### config.mk
export PLATFORM = sky130hd
export DESIGN_NAME = cal_clock_core
export DESIGN_NICKNAME = d
export VERILOG_FILES = /design/src/rtl/cal_clock_pkg.sv /design/src/rtl/cal_wr_hold.sv /design/src/rtl/cal_tod_counter.sv /design/src/rtl/cal_alarm_unit.sv /design/src/rtl/cal_clock_core.sv
export SDC_FILE = /design/constraint.sdc
export NUM_CORES = 1
export LEC_CHECK = 0
export BUFFER_PORTS_ARGS = -buffer_cell sky130_fd_sc_hd__buf_4
export CAP_MARGIN = 20
export CELL_PAD_IN_SITES_DETAIL_PLACEMENT = 0
export CELL_PAD_IN_SITES_GLOBAL_PLACEMENT = 2
export CORE_ASPECT_RATIO = 0.6
export CORE_UTILIZATION = 38
export CTS_CLUSTER_DIAMETER = 100
export CTS_CLUSTER_SIZE = 16
export DETAILED_ROUTE_END_ITERATION = 7
export PLACE_DENSITY = 0.79
export SLEW_MARGIN = 5
export SYNTH_ARGS = -nofsm -noshare
export SYNTH_HDL_FRONTEND = slang
export SYNTH_SLANG_ARGS = --single-unit
### constraint.sdc
create_clock -name clk -period 3.6 [get_ports clk]
set_clock_uncertainty 0.05 [all_clocks]
set_input_delay 0.18 -clock clk [delete_from_list [all_inputs] [get_ports clk]]
set_output_delay 0.18 -clock clk [all_outputs]
set_load 0.05 [all_outputs]
### src/rtl/cal_clock_pkg.sv
`timescale 1ns/1ps
package cal_clock_pkg;

    localparam int ADDR_W = 8;
    localparam int DATA_W = 8;
    localparam int DAY_W  = 15;
    localparam int DAY_HI_W = DAY_W - DATA_W;

    // byte addresses (decoded by software)
    localparam logic [ADDR_W-1:0] A_CTRL    = 8'h14;
    localparam logic [ADDR_W-1:0] A_SEC     = 8'h15;
    localparam logic [ADDR_W-1:0] A_MIN     = 8'h16;
    localparam logic [ADDR_W-1:0] A_HR      = 8'h17;
    localparam logic [ADDR_W-1:0] A_DAY_LO  = 8'h18;
    localparam logic [ADDR_W-1:0] A_DAY_HI  = 8'h19;
    localparam logic [ADDR_W-1:0] A_AMIN    = 8'h1A;
    localparam logic [ADDR_W-1:0] A_AHR     = 8'h1B;
    localparam logic [ADDR_W-1:0] A_ADAY_LO = 8'h1C;
    localparam logic [ADDR_W-1:0] A_ADAY_HI = 8'h1D;

    // control bit positions
    localparam int CB_RUN  = 0;
    localparam int CB_IEN  = 1;
    localparam int CB_FLAG = 2;
    localparam int CB_MEN  = 3;
    localparam int CB_HEN  = 4;
    localparam int CB_DEN  = 5;
    localparam int CB_BUSY = 7;

    localparam logic [DATA_W-1:0] SEC_TOP = 8'h59;
    localparam logic [DATA_W-1:0] MIN_TOP = 8'h59;
    localparam logic [DATA_W-1:0] HR_TOP  = 8'h23;

    typedef struct packed {
        logic [DATA_W-1:0] sec;
        logic [DATA_W-1:0] min;
        logic [DATA_W-1:0] hr;
        logic [DAY_W-1:0]  day;
    } tod_t;

    // fields that take part in alarm matching
    typedef struct packed {
        logic [DATA_W-1:0] min;
        logic [DATA_W-1:0] hr;
        logic [DAY_W-1:0]  day;
    } match_t;

    typedef struct packed {
        logic day_en;
        logic hr_en;
        logic min_en;
        logic irq_en;
        logic run;
    } cal_cfg_t;

    typedef struct packed {
        logic              vld;
        logic [ADDR_W-1:0] addr;
        logic [DATA_W-1:0] data;
    } wr_req_t;

    // One BCD step: returns {carry, next}. Anything at or above the top
    // value, or with a low digit above 9, wraps to zero with carry.
    function automatic logic [DATA_W:0] bcd_step(input logic [DATA_W-1:0] v,
                                                 input logic [DATA_W-1:0] top);
        logic [3:0] hi_n;
        logic [3:0] lo_n;
        hi_n = v[7:4] + 4'd1;
        lo_n = v[3:0] + 4'd1;
        if (v[3:0] > 4'd9 || v >= top)
            return {1'b1, 8'h00};
        else if (v[3:0] == 4'd9)
            return {1'b0, hi_n, 4'd0};
        else
            return {1'b0, v[7:4], lo_n};
    endfunction

endpackage

### src/rtl/cal_wr_hold.sv
`timescale 1ns/1ps
module cal_wr_hold
    import cal_clock_pkg::*;
(
    input  logic    clk,
    input  logic    rst,
    input  logic    busy,
    input  wr_req_t in_req,
    output wr_req_t apply,
    output logic    pending
);
    wr_req_t hold_q;

    always_comb begin
        apply = '0;
        if (!busy)
            apply = hold_q.vld ? hold_q : in_req;
    end

    always_ff @(posedge clk) begin
        if (rst) begin
            hold_q <= '0;
        end else if (busy) begin
            if (in_req.vld)
                hold_q <= in_req;
        end else if (hold_q.vld) begin
            // held write drains now; a same-cycle write takes its place
            hold_q <= in_req;
        end
    end

    assign pending = hold_q.vld;
endmodule

### src/rtl/cal_tod_counter.sv
`timescale 1ns/1ps
module cal_tod_counter
    import cal_clock_pkg::*;
(
    input  logic    clk,
    input  logic    rst,
    input  logic    step,
    input  wr_req_t wr,
    output tod_t    cur,
    output tod_t    nxt
);
    logic [DATA_W:0] sec_s, min_s, hr_s;

    always_comb begin
        sec_s   = bcd_step(cur.sec, SEC_TOP);
        min_s   = bcd_step(cur.min, MIN_TOP);
        hr_s    = bcd_step(cur.hr,  HR_TOP);
        nxt     = cur;
        nxt.sec = sec_s[DATA_W-1:0];
        if (sec_s[DATA_W]) begin
            nxt.min = min_s[DATA_W-1:0];
            if (min_s[DATA_W]) begin
                nxt.hr = hr_s[DATA_W-1:0];
                if (hr_s[DATA_W])
                    nxt.day = cur.day + 1'b1;
            end
        end
    end

    always_ff @(posedge clk) begin
        if (rst) begin
            cur <= '0;
        end else if (step) begin
            cur <= nxt;
        end else if (wr.vld) begin
            case (wr.addr)
                A_SEC:    cur.sec <= wr.data;
                A_MIN:    cur.min <= wr.data;
                A_HR:     cur.hr  <= wr.data;
                A_DAY_LO: cur.day[DATA_W-1:0] <= wr.data;
                A_DAY_HI: cur.day[DAY_W-1:DATA_W] <= wr.data[DAY_HI_W-1:0];
                default:  ;
            endcase
        end
    end
endmodule

### src/rtl/cal_alarm_unit.sv
`timescale 1ns/1ps
module cal_alarm_unit
    import cal_clock_pkg::*;
(
    input  logic     clk,
    input  logic     rst,
    input  logic     step,
    input  wr_req_t  wr,
    input  match_t   now_t,
    input  match_t   next_t,
    output cal_cfg_t cfg,
    output match_t   alm,
    output logic     flag
);
    function automatic logic hit(input match_t t, input match_t a, input cal_cfg_t c);
        return (c.min_en | c.hr_en | c.day_en)
             & (!c.min_en | (t.min == a.min))
             & (!c.hr_en  | (t.hr  == a.hr))
             & (!c.day_en | (t.day == a.day));
    endfunction

    logic hit_now, hit_next;
    assign hit_now  = hit(now_t,  alm, cfg);
    assign hit_next = hit(next_t, alm, cfg);

    always_ff @(posedge clk) begin
        if (rst) begin
            cfg  <= '0;
            alm  <= '0;
            flag <= 1'b0;
        end else begin
            if (wr.vld) begin
                case (wr.addr)
                    A_CTRL: begin
                        cfg.run    <= wr.data[CB_RUN];
                        cfg.irq_en <= wr.data[CB_IEN];
                        cfg.min_en <= wr.data[CB_MEN];
                        cfg.hr_en  <= wr.data[CB_HEN];
                        cfg.day_en <= wr.data[CB_DEN];
                        if (wr.data[CB_FLAG])
                            flag <= 1'b0;
                    end
                    A_AMIN:    alm.min <= wr.data;
                    A_AHR:     alm.hr  <= wr.data;
                    A_ADAY_LO: alm.day[DATA_W-1:0] <= wr.data;
                    A_ADAY_HI: alm.day[DAY_W-1:DATA_W] <= wr.data[DAY_HI_W-1:0];
                    default:   ;
                endcase
            end
            if (step && hit_next && !hit_now)
                flag <= 1'b1;
        end
    end
endmodule

### src/rtl/cal_clock_core.sv
`timescale 1ns/1ps
module cal_clock_core
    import cal_clock_pkg::*;
(
    input  logic              clk,
    input  logic              rst,
    input  logic              tick,
    input  logic              wr_en,
    input  logic [ADDR_W-1:0] addr,
    input  logic [DATA_W-1:0] wr_data,
    output logic [DATA_W-1:0] rd_data,
    output logic              alarm_irq
);
    localparam int PAD_W = DATA_W - DAY_HI_W;

    logic     busy_q;
    wr_req_t  in_req, apply;
    logic     hold_pending;
    tod_t     tod_cur, tod_nxt;
    cal_cfg_t cfg;
    match_t   alm, now_m, next_m;
    logic     flag;

    always_ff @(posedge clk) begin
        if (rst) busy_q <= 1'b0;
        else     busy_q <= tick & cfg.run;
    end

    assign in_req = '{vld: wr_en, addr: addr, data: wr_data};

    cal_wr_hold u_hold (
        .clk(clk), .rst(rst), .busy(busy_q),
        .in_req(in_req), .apply(apply), .pending(hold_pending)
    );

    cal_tod_counter u_tod (
        .clk(clk), .rst(rst), .step(busy_q),
        .wr(apply), .cur(tod_cur), .nxt(tod_nxt)
    );

    assign now_m  = '{min: tod_cur.min, hr: tod_cur.hr, day: tod_cur.day};
    assign next_m = '{min: tod_nxt.min, hr: tod_nxt.hr, day: tod_nxt.day};

    cal_alarm_unit u_alm (
        .clk(clk), .rst(rst), .step(busy_q), .wr(apply),
        .now_t(now_m), .next_t(next_m),
        .cfg(cfg), .alm(alm), .flag(flag)
    );

    always_comb begin
        case (addr)
            A_CTRL:    rd_data = {busy_q, 1'b0, cfg.day_en, cfg.hr_en,
                                  cfg.min_en, flag, cfg.irq_en, cfg.run};
            A_SEC:     rd_data = tod_cur.sec;
            A_MIN:     rd_data = tod_cur.min;
            A_HR:      rd_data = tod_cur.hr;
            A_DAY_LO:  rd_data = tod_cur.day[DATA_W-1:0];
            A_DAY_HI:  rd_data = {{PAD_W{1'b0}}, tod_cur.day[DAY_W-1:DATA_W]};
            A_AMIN:    rd_data = alm.min;
            A_AHR:     rd_data = alm.hr;
            A_ADAY_LO: rd_data = alm.day[DATA_W-1:0];
            A_ADAY_HI: rd_data = {{PAD_W{1'b0}}, alm.day[DAY_W-1:DATA_W]};
            default:   rd_data = '0;
        endcase
    end

    assign alarm_irq = flag & cfg.irq_en;
endmodule

* Yosys cells after proc, flatten, opt, wreduce, memory -nomap -nowiden
Cells that the tools add are included.
Operators by class: add/sub/neg operators 7, magnitude comparators 6, eq/ne operators 31, mux-type cells 26, bitwise operators 16, reduce and logical (&&, ||, !) cells 32
Operators by type and width (count):
- 8-bit by 5-bit equality test with 1-bit output (second input constant) | 20
- 17-bit 2-to-1 mux | 5
- 8-bit one-hot mux with 10 select lines | 1
- 39-bit 2-to-1 mux | 2
- 8-bit 2-to-1 mux | 7
- 8-bit equality test | 4
- 31-bit 2-to-1 mux | 1
- 15-bit equality test | 2
- 9-bit 2-to-1 mux | 3
- 4-bit by 1-bit adder with 4-bit output (second input constant) | 6
- 23-bit 2-to-1 mux | 1
- 2-bit AND reduction | 11
- 2-bit nonzero test | 10
- 8-bit by 7-bit greater-or-equal comparator with 1-bit output (second input constant) | 2
- 15-bit by 1-bit adder with 15-bit output (second input constant) | 1
- 15-bit 2-to-1 mux | 1
- 4-bit equality test (second input constant) | 3
- 4-bit > comparator (second input constant) | 3
- 1-bit AND | 8
- 8-bit by 6-bit greater-or-equal comparator with 1-bit output (second input constant) | 1
- 1-bit bitwise OR | 8
- 7-bit 2-to-1 mux | 1
- 3-bit AND reduction | 2
- 1-bit zero test | 4
- 5 further kinds | 11
Storage, ports and cells: flip-flop bits (word level) 94, input port bits 20, output and inout bits 9, logic and storage cells 138

* Logic depth before layout (Yosys ltp)
Gate-level depths: netlist of the first run.
depth after elaboration 15, mapped depth 11, mapped depth without buffers 10

* Cells and area by module
A second synthesis of the first run with hierarchy kept.
Second synthesis, totals: cell total of the unflattened synthesis 816, area total of the unflattened synthesis 6995.5 sq um
Modules (own cells, without submodules):
- cal_tod_counter | instances 1, cells each 385, area an instance 3044.2 sq um, sequential area each 780.7 sq um
- cal_alarm_unit | instances 1, cells each 215, area an instance 2133.3 sq um, sequential area each 740.7 sq um
- cal_wr_hold | instances 1, cells each 111, area an instance 1024.7 sq um, sequential area each 340.3 sq um
- cal_clock_core | instances 1, cells each 105, area an instance 793.3 sq um, sequential area each 20.0 sq um

* Worst setup path after synthesis of the first run
Ideal clock, no wire load.
path kind register to register, from register u_tod.cur[19] (netlist bit), to register u_alm.flag, library setup time 96 ps, arrival time 2594 ps, required time 3454 ps, path slack 861 ps, cell stages (with the launch flop) 11, buffers on the path 0, clock period less this slack 2739 ps, cell sequence dfxtp_1 -> inv_1 -> ha_1 -> a2111oi_0 -> o21ai_1 -> a31oi_1 -> nor3_1 -> a221oi_2 -> nand4_1 -> o41a_1 -> o41ai_2
On the way: word-level cells in the longest chain between the ends 13, elaborated cells between the ends (all ways) 26, classes of those cells 1 x add/sub; 1 x order compare; 3 x eq/ne; 6 x mux; 7 x bitwise; 8 x reduce/logical
Ends and longest elaborated chain:
- start: declaration | line cal_tod_counter.sv:9 | output tod_t cur,
- start signal: assignment | line cal_tod_counter.sv:34 | cur <= nxt;
- 8-bit by 6-bit greater-or-equal comparator with 1-bit output / 4-bit by 1-bit adder with 4-bit output (equally long branches) | line cal_clock_pkg.sv:70, cal_clock_pkg.sv:68
- 1-bit logical OR / 8-bit 2-to-1 mux (equally long branches) | line cal_clock_pkg.sv:70, cal_clock_pkg.sv:72
- 9-bit 2-to-1 mux | line cal_clock_pkg.sv:70 | if (v[3:0] > 4'd9 || v >= top)
- 15-bit 2-to-1 mux / 23-bit 2-to-1 mux (equally long branches) | line cal_tod_counter.sv:24, cal_tod_counter.sv:22
- 23-bit 2-to-1 mux / 31-bit 2-to-1 mux (equally long branches) | line cal_tod_counter.sv:22, cal_tod_counter.sv:20
- 31-bit 2-to-1 mux / 8-bit equality test (equally long branches) | line cal_tod_counter.sv:20, cal_alarm_unit.sv:18
- 15-bit equality test / 1-bit bitwise OR (equally long branches) | line cal_alarm_unit.sv:19, cal_alarm_unit.sv:18
- 1-bit bitwise OR / 1-bit AND (equally long branches) | line cal_alarm_unit.sv:19, cal_alarm_unit.sv:18
- 1-bit AND | line cal_alarm_unit.sv:19 | & (!c.day_en | (t.day == a.day));
- 1-bit logical AND | line cal_alarm_unit.sv:50 | if (step && hit_next && !hit_now)
- 1-bit logical AND * | line cal_alarm_unit.sv:50
- 2-bit nonzero test (no source line)
- 3-bit AND reduction (no source line)
- end signal: assignment | line cal_alarm_unit.sv:30 | flag <= 1'b0;
- end signal: assignment | line cal_alarm_unit.sv:41 | flag <= 1'b0;
- end signal: assignment | line cal_alarm_unit.sv:51 | flag <= 1'b1;
- end: declaration | line cal_alarm_unit.sv:13 | output logic flag
Every way passes the cells marked *; elsewhere a longest branch is shown, timed or not. A chain may end at the register's enable or synchronous reset.

* Worst setup path after layout of the first run
from register u_tod.cur[26] (netlist bit), to register u_alm.flag
On the way: word-level cells in the longest chain between the ends 13, elaborated cells between the ends (all ways) 31, classes of those cells 1 x add/sub; 2 x order compare; 5 x eq/ne; 5 x mux; 10 x bitwise; 8 x reduce/logical
Ends and longest elaborated chain:
- 8-bit by 7-bit greater-or-equal comparator with 1-bit output, or another cell as far along | line cal_clock_pkg.sv:70
- 1-bit logical OR / 8-bit 2-to-1 mux (equally long branches) | line cal_clock_pkg.sv:70, cal_clock_pkg.sv:72
- 9-bit 2-to-1 mux | line cal_clock_pkg.sv:70
- 31-bit 2-to-1 mux / 23-bit 2-to-1 mux (equally long branches) | line cal_tod_counter.sv:20, cal_tod_counter.sv:22
- 8-bit equality test / 31-bit 2-to-1 mux (equally long branches) | line cal_alarm_unit.sv:17, cal_tod_counter.sv:20
- 1-bit bitwise OR / 8-bit equality test (equally long branches) | line cal_alarm_unit.sv:17, cal_alarm_unit.sv:18
- 1-bit AND / 1-bit bitwise OR (equally long branches) | line cal_alarm_unit.sv:17, cal_alarm_unit.sv:18
- 1-bit AND | line cal_alarm_unit.sv:18 | & (!c.hr_en | (t.hr == a.hr))
- 1-bit AND | line cal_alarm_unit.sv:19
- 1-bit logical AND | line cal_alarm_unit.sv:50
- 1-bit logical AND * | line cal_alarm_unit.sv:50
- 2-bit nonzero test (no source line)
- 3-bit AND reduction (no source line)
Marked as above.

==> results.sh, run 1 <==
export IMPL_grt_antenna_before_repair=0
export IMPL_async_flop_share_pct=0
export IMPL_p_sw_mw=0.5564
export IMPL_swShare_pct=26.30
export IMPL_finalHoldViolCount=0
export IMPL_critical_path_startpoint_type="flop"
export IMPL_die_w_um=168.5
export IMPL_ir_worst_vdd_v=0.0002053
export IMPL_grt_pass1_vias=5607
export IMPL_place_hpwl_mm=17.22
export IMPL_synth_area_sq_um=6321
export IMPL_syn_inst=773
export IMPL_relSlewSlack_pct=50.26
export IMPL_p_seq_share_pct=49.2
export IMPL_worst_pin_slew_ns=0.7404
export IMPL_synth_cell_types=72
export IMPL_p_int_mw=1.560
export IMPL_setup_viol=0
export IMPL_crit_type="reg2reg"
export IMPL_fin_crit_ns=3.314
export IMPL_drt_antenna_violating_nets=0
export IMPL_ios=29
export IMPL_io_buffers=28
export IMPL_clkSlewWorstSetupHoldPaths_ns=0.08
export IMPL_final_setup_tns_ns=0
export IMPL_grt_ovfl_total=0
export IMPL_final_cell_mix="93 x dfxtp_1, 87 x nor2_1, 76 x nand2_1, 63 x a21oi_1"
export IMPL_finalNetCount=817
export IMPL_dr_wl_met2_mm=9.162
export IMPL_ctsHoldBuffers=0
export IMPL_p_per_area_nw_per_um2=297.8
export IMPL_grtUsageTotal_pct=27.88
export IMPL_fp_coreArea_sq_um=16260
export IMPL_yosysTopAreaCell="dfxtp_1"
export IMPL_syn_num_nets=800
export IMPL_seq_area_frac_synth_pct=29.77
export IMPL_multi_input_area_sq_um=4177
export IMPL_pwr_share_comb_pct=5.7
export IMPL_cts_root_buf="clkbuf_16"
export IMPL_synth_edf_count=0
export IMPL_area_growth_pct=12.41
export IMPL_cts_buffers=9
export IMPL_drive_above_1_share_pct=13.35
export IMPL_worstPathRequired_ns=3.80
export IMPL_design_die_area_sq_um=17170
export IMPL_drt_iter0_drc=615
export IMPL_synth_top_cell_area_share_pct=29.77
export IMPL_grt_pass1_wl_mm=35.40
export IMPL_wl_met3_mm=2.442
export IMPL_die_h_um=101.9
export IMPL_worstHoldPathType="in2reg"
export IMPL_wl_met1_mm=11.42
export IMPL_drc=0
export IMPL_cts_tree="yes"
export IMPL_cellLeakagePower_nw=2.631
export IMPL_core_rowCount=36
export IMPL_endpoint_kind="flop"
export IMPL_crit_fanout=8
export IMPL_vias_per_cell=6.043
export IMPL_vias=6182
export IMPL_yosys_most_used_dff="dfxtp_1"
export IMPL_status="finished clean"
export IMPL_cp_arrival_ns=3.51
export IMPL_synth_avg_cell_area_sq_um=8.177
export IMPL_top_layer="met4"
export IMPL_seqCellArea_sq_um=1883
export IMPL_clockBufferDepth=2
export IMPL_grt_max_degree=56
export IMPL_ys_ff_latch=94
export IMPL_max_freq_mhz=301.8
export IMPL_yosys_warnings=0
export IMPL_nFillCells=1627
export IMPL_clock_power_share_pct=45.1
export IMPL_slew_viol_final=0
export IMPL_htree_levels=3
export IMPL_cts_sinks=94
export IMPL_total_power_mw=2.116
export IMPL_cts_resized_gates=0
export IMPL_cts_setup_buffers=0
export IMPL_wire_per_inst_um=22.79
export IMPL_rsz0062_at_grt="no"
export IMPL_place_gp_congestion=0.9569
export IMPL_layout_commonest_cell="dfxtp_1"
export IMPL_drt_pass1_iterations=5
export IMPL_ys_top_cells_by_area="dfxtp_1 30%, mux2i_1 8.6%, nor2_1 5.2%"
export IMPL_routed_wirelength_mm=23.32
export IMPL_worst_skew_pair_late_latency_ns=0.35
export IMPL_fin_crit_sh_pct=92.04
export IMPL_start_util_pct=38.87
export IMPL_cap_viol_max_count=0
layer usage:
layer	vias to the layer above	global-route usage [%]
li1	2879	-
met1	3009	42.33
met2	273	38.43
met3	21	7.746
met4	0	5.944
met5	-	0
per-stage QoR:
| step | hold slack (ns) | setup WS, ns | utilization, % | area [sq um] | cells |
|---|---|---|---|---|---|
| final | 0.02398 | 0.2865 | 43.70 | 7106 | 1023 |
| after global placement | 0.3818 | 0.3895 | 41.88 | 6810 | 1006 |
| after detailed placement | 0.3836 | 0.3956 | 41.95 | 6822 | 1007 |
| after global routing | 0.02845 | 0.1133 | 43.68 | 7103 | 1022 |
| after floorplan | 0.2705 | 0.8607 | - | 6321 | 773 |
| after CTS | 0.01840 | 0.3615 | 43.68 | 7103 | 1022 |
power groups by stage:
stage | logic [mW] | registers [mW] | clock network, mW
6_report | 0.120 | 1.04 | 0.954
5_1_grt | 0.128 | 1.04 | 1.01
4_1_cts | 0.119 | 1.04 | 0.969
3_5_place_dp | 0.119 | 1.07 | 0
3_3_place_gp | 0.118 | 1.07 | 0
2_1_floorplan | 0.0587 | 1.07 | 0
sequential cells by signal, indices dropped and copies added (netlist names):
name            flops
u_alm.cfg           5
u_tod.cur          39
u_alm.flag          1
u_hold.hold_q      16
u_alm.alm          31
u_hold.pending      1
busy_q              1
worst paths after layout:
| kind | start | end | slack (ns) | cells after the start |
|---|---|---|---|---|
| hold reg to reg | u_hold.hold_q[4]$_SDFFE_PP0P_ | u_hold.hold_q[4]$_SDFFE_PP0P_ | 0.40 | 2 |
| setup reg to reg | u_tod.cur[26]$_SDFFE_PP0P_ | u_alm.flag$_SDFFE_PP0P_ | 0.29 | 8 |
| hold / removal | tick | busy_q$_SDFF_PP0_ | 0.02 | 2 |
| setup / recovery | u_tod.cur[26]$_SDFFE_PP0P_ | u_alm.flag$_SDFFE_PP0P_ | 0.29 | 8 |
cell families after synthesis:
group | count (synthesis) | share of synthesized area [%]
multiplexers | 68 | 13.54
flip-flops | 94 | 29.77
AO/OA/AOI/OAI | 204 | 21.89
buffers and inverters | 65 | 4.157
XOR/XNOR | 48 | 6.651
AND/OR/NAND/NOR | 287 | 22.60
adder cells (fa/ha/maj) | 7 | 1.386
synth_stat cells, drive strengths merged, types with 7 or more instances:
cell type,count
a21o,11
a21oi,63
a22oi,8
a31oi,21
and2,8
buf,16
clkbuf,33
dfxtp,94
ha,7
inv,16
mux2i,54
mux4,14
nand2,76
nand2b,7
nand3,17
nand3b,7
nand4,14
nor2,90
nor3,23
nor4,11
o21ai,39
xnor2,35
xor2,13
critical path, cell delays in order, from the launching register on:
cell and delay [ns]:
dfxtp_1 0.54, and4bb_2 0.40, a311oi_4 0.18, nor4_2 0.70, nand4_1 0.35, xor2_1 0.25
nor4_1 0.32, a41oi_2 0.20, o41ai_2 0.22
final cells by class:
class	count	share of cell area, %
Multi-Input combinational cell	614	58.78
Sequential cell	94	26.50
Timing Repair Buffer	55	5.864
Tap cell	228	4.015
Clock buffer	9	3.170
Inverter	16	0.8452
Clock inverter	6	0.7924
Antenna cell	1	0.03522
(Power assumes the default switching activity.)
==> inputs of run 2 (changes only) <==
MAX_ROUTING_LAYER = met4   (was default)
==> run 2 against run 1 <==
Compared with the run above: flip-flop and latch count is the same; design area up 1.1%; highest routed layer unchanged; non-clock buffer count increased by 9; utilization grew 0.46 points; critical endpoint unchanged; critical path type unchanged; first-iteration DRC count is 17% higher; setup slack better by 0.043 ns; largest cell class unchanged; total power up 1.4%; final cell count grew 0.88%; combinational power about the same.
==> results.sh, run 2 (same netlist as run 1, synthesis figures left out) <==
export IMPL_seqCellArea_sq_um=1883
export IMPL_clkSlewWorstSetupHoldPaths_ns=0.08
export IMPL_start_util_pct=38.87
export IMPL_drt_antenna_violating_nets=0
export IMPL_grtUsageTotal_pct=28.85
export IMPL_place_hpwl_mm=17.65
export IMPL_place_gp_congestion=0.9750
export IMPL_clock_power_share_pct=45.8
export IMPL_p_int_mw=1.567
export IMPL_area_growth_pct=13.60
export IMPL_cts_tree="yes"
export IMPL_design_die_area_sq_um=17170
export IMPL_vias_per_cell=6.097
export IMPL_routed_wirelength_mm=23.65
export IMPL_worst_skew_pair_late_latency_ns=0.35
export IMPL_drt_iter0_drc=717
export IMPL_worst_pin_slew_ns=0.8681
export IMPL_cts_sinks=94
export IMPL_fin_crit_ns=3.271
export IMPL_grt_antenna_before_repair=0
export IMPL_die_h_um=101.9
export IMPL_slew_viol_final=0
export IMPL_p_seq_share_pct=48.5
export IMPL_drc=0
export IMPL_vias=6292
export IMPL_endpoint_kind="flop"
export IMPL_r2r_start="u_tod.cur[24]$_SDFFE_PP0P_"
export IMPL_worstHoldPathType="in2reg"
export IMPL_place_inst=1015
export IMPL_top_layer="met4"
export IMPL_fin_crit_sh_pct=90.86
export IMPL_cpLargestDelayFamily="simple AND/OR/NAND/NOR gates"
export IMPL_cp_arrival_ns=3.49
export IMPL_final_cell_mix="93 x dfxtp_1, 87 x nor2_1, 76 x nand2_1, 63 x a21oi_1, 62 x buf_4"
export IMPL_status="finished clean"
export IMPL_nFillCells=1648
export IMPL_cts_buffers=9
export IMPL_cpPeakStageDelay_ns=0.77
export IMPL_final_setup_tns_ns=0
export IMPL_wl_met3_mm=2.081
export IMPL_htree_levels=3
export IMPL_n_antenna_cell=0
export IMPL_clockBufferDepth=2
export IMPL_multi_input_area_sq_um=4178
export IMPL_layout_commonest_cell="dfxtp_1"
export IMPL_wire_per_inst_um=22.92
export IMPL_grt_max_degree=51
export IMPL_rsz0062_at_grt="no"
export IMPL_p_sw_mw=0.5784
export IMPL_io_buffers=28
export IMPL_dr_wl_met2_mm=9.152
export IMPL_ios=29
export IMPL_crit_type="reg2reg"
export IMPL_cellLeakagePower_nw=2.684
export IMPL_stdcell_count=1032
export IMPL_core_rowCount=36
export IMPL_drt_pass1_iterations=5
export IMPL_cap_viol_max_count=0
export IMPL_p_per_area_nw_per_um2=298.8
export IMPL_largest_register_ffs=39
export IMPL_crit_fanout=9
export IMPL_drive_above_1_share_pct=14.30
export IMPL_largestRegisters="u_tod.cur (39), u_alm.alm (31), u_hold.hold_q (16)"
export IMPL_cp_slowest_cell="nor4_1"
export IMPL_startpoint="u_tod.cur[24]$_SDFFE_PP0P_"
export IMPL_swShare_pct=26.96
export IMPL_finalHoldViolCount=0
export IMPL_cts_root_buf="clkbuf_16"
export IMPL_critical_path_startpoint_type="flop"
export IMPL_max_freq_mhz=305.7
export IMPL_grt_pass1_vias=5650
export IMPL_fp_coreArea_sq_um=16260
export IMPL_grt_pass1_wl_mm=35.36
export IMPL_cp_num_buf_inv=1
export IMPL_cts_setup_buffers=0
export IMPL_worstPathRequired_ns=3.82
export IMPL_wl_met1_mm=11.85
export IMPL_regMostFlops="u_tod.cur"
export IMPL_ir_worst_vdd_v=0.0002223
export IMPL_grt_ovfl_total=0
export IMPL_setup_viol=0
export IMPL_finalNetCount=826
export IMPL_hold_start="wr_data[7]"
export IMPL_relSlewSlack_pct=41.59
export IMPL_cp_cell_sequence="and4bb_2 > a311oi_4 > nor4_1 > buf_4 > nand4_1 > xor2_1 > nor3_1 > a41oi_2 > o41ai_2"
export IMPL_die_w_um=168.5
export IMPL_pwr_share_comb_pct=5.6
[run 2: repair_timing]
item | CTS | global route
endpoints found under the setup margin | 0 | 1
hold buffers | 1 | 0
gates resized for setup | 0 | 1
endpoints found under the hold margin | 1 | 0
[run 2: worst paths after layout]
path / endpoint / slack (ns) / cells after the start
setup / recovery: u_alm.flag$_SDFFE_PP0P_ / 0.33 / 9
hold / removal: u_hold.hold_q[7]$_SDFFE_PP0P_ / 0.03 / 3
setup reg to reg: u_alm.flag$_SDFFE_PP0P_ / 0.33 / 9
hold reg to reg: u_hold.hold_q[7]$_SDFFE_PP0P_ / 0.40 / 2
[run 2: layout make-up]
| class | instances | area share [%] |
|---|---|---|
| sequential | 94 | 26.22 |
| timing repair buffer | 64 | 6.778 |
| tap | 228 | 3.973 |
| multi-input combinational | 614 | 58.18 |
| inverter | 16 | 0.8364 |
| clock inverter | 7 | 0.8712 |
| clock buffer | 9 | 3.136 |
[run 2: tightest hold or removal path: cells and delay by family]
kind	cells	cell delay (ns)
buffers and inverters	1	0.11
AND/OR/NAND/NOR	1	0.04
AO/OA/AOI/OAI	1	0.05
[run 2: power by group through the flow]
stage	Sequential (mW)	Clock (mW)	Combinational (mW)
global route	1.04	1.04	0.127
CTS	1.04	1.00	0.119
floorplan	1.07	0	0.0587
detailed placement	1.07	0	0.118
global placement	1.07	0	0.119
finish	1.04	0.983	0.121
[run 2: per-layer routing]
layer	up-vias	global-route usage (%)
met5	-	-
li1	2903	-
met2	280	37.82
met1	3066	42.63
met4	0	8.671
met3	43	6.778
[run 2: per-stage QoR]
| step | utilization [%] | power [mW] | worst slack, ns | hold slack, ns | area, sq um |
|---|---|---|---|---|---|
| final | 44.16 | 2.146 | 0.3291 | 0.02694 | 7181 |
| after global routing | 44.16 | 2.209 | 0.06704 | 0.01954 | 7181 |
| after CTS | 44.15 | 2.165 | 0.3579 | 0.01247 | 7179 |
| after detailed placement | 42.32 | 1.185 | 0.3685 | 0.3719 | 6882 |
| after global placement | 42.25 | 1.185 | 0.4184 | 0.3783 | 6870 |
| after floorplan | - | 1.124 | 0.8607 | 0.2705 | 6321 |
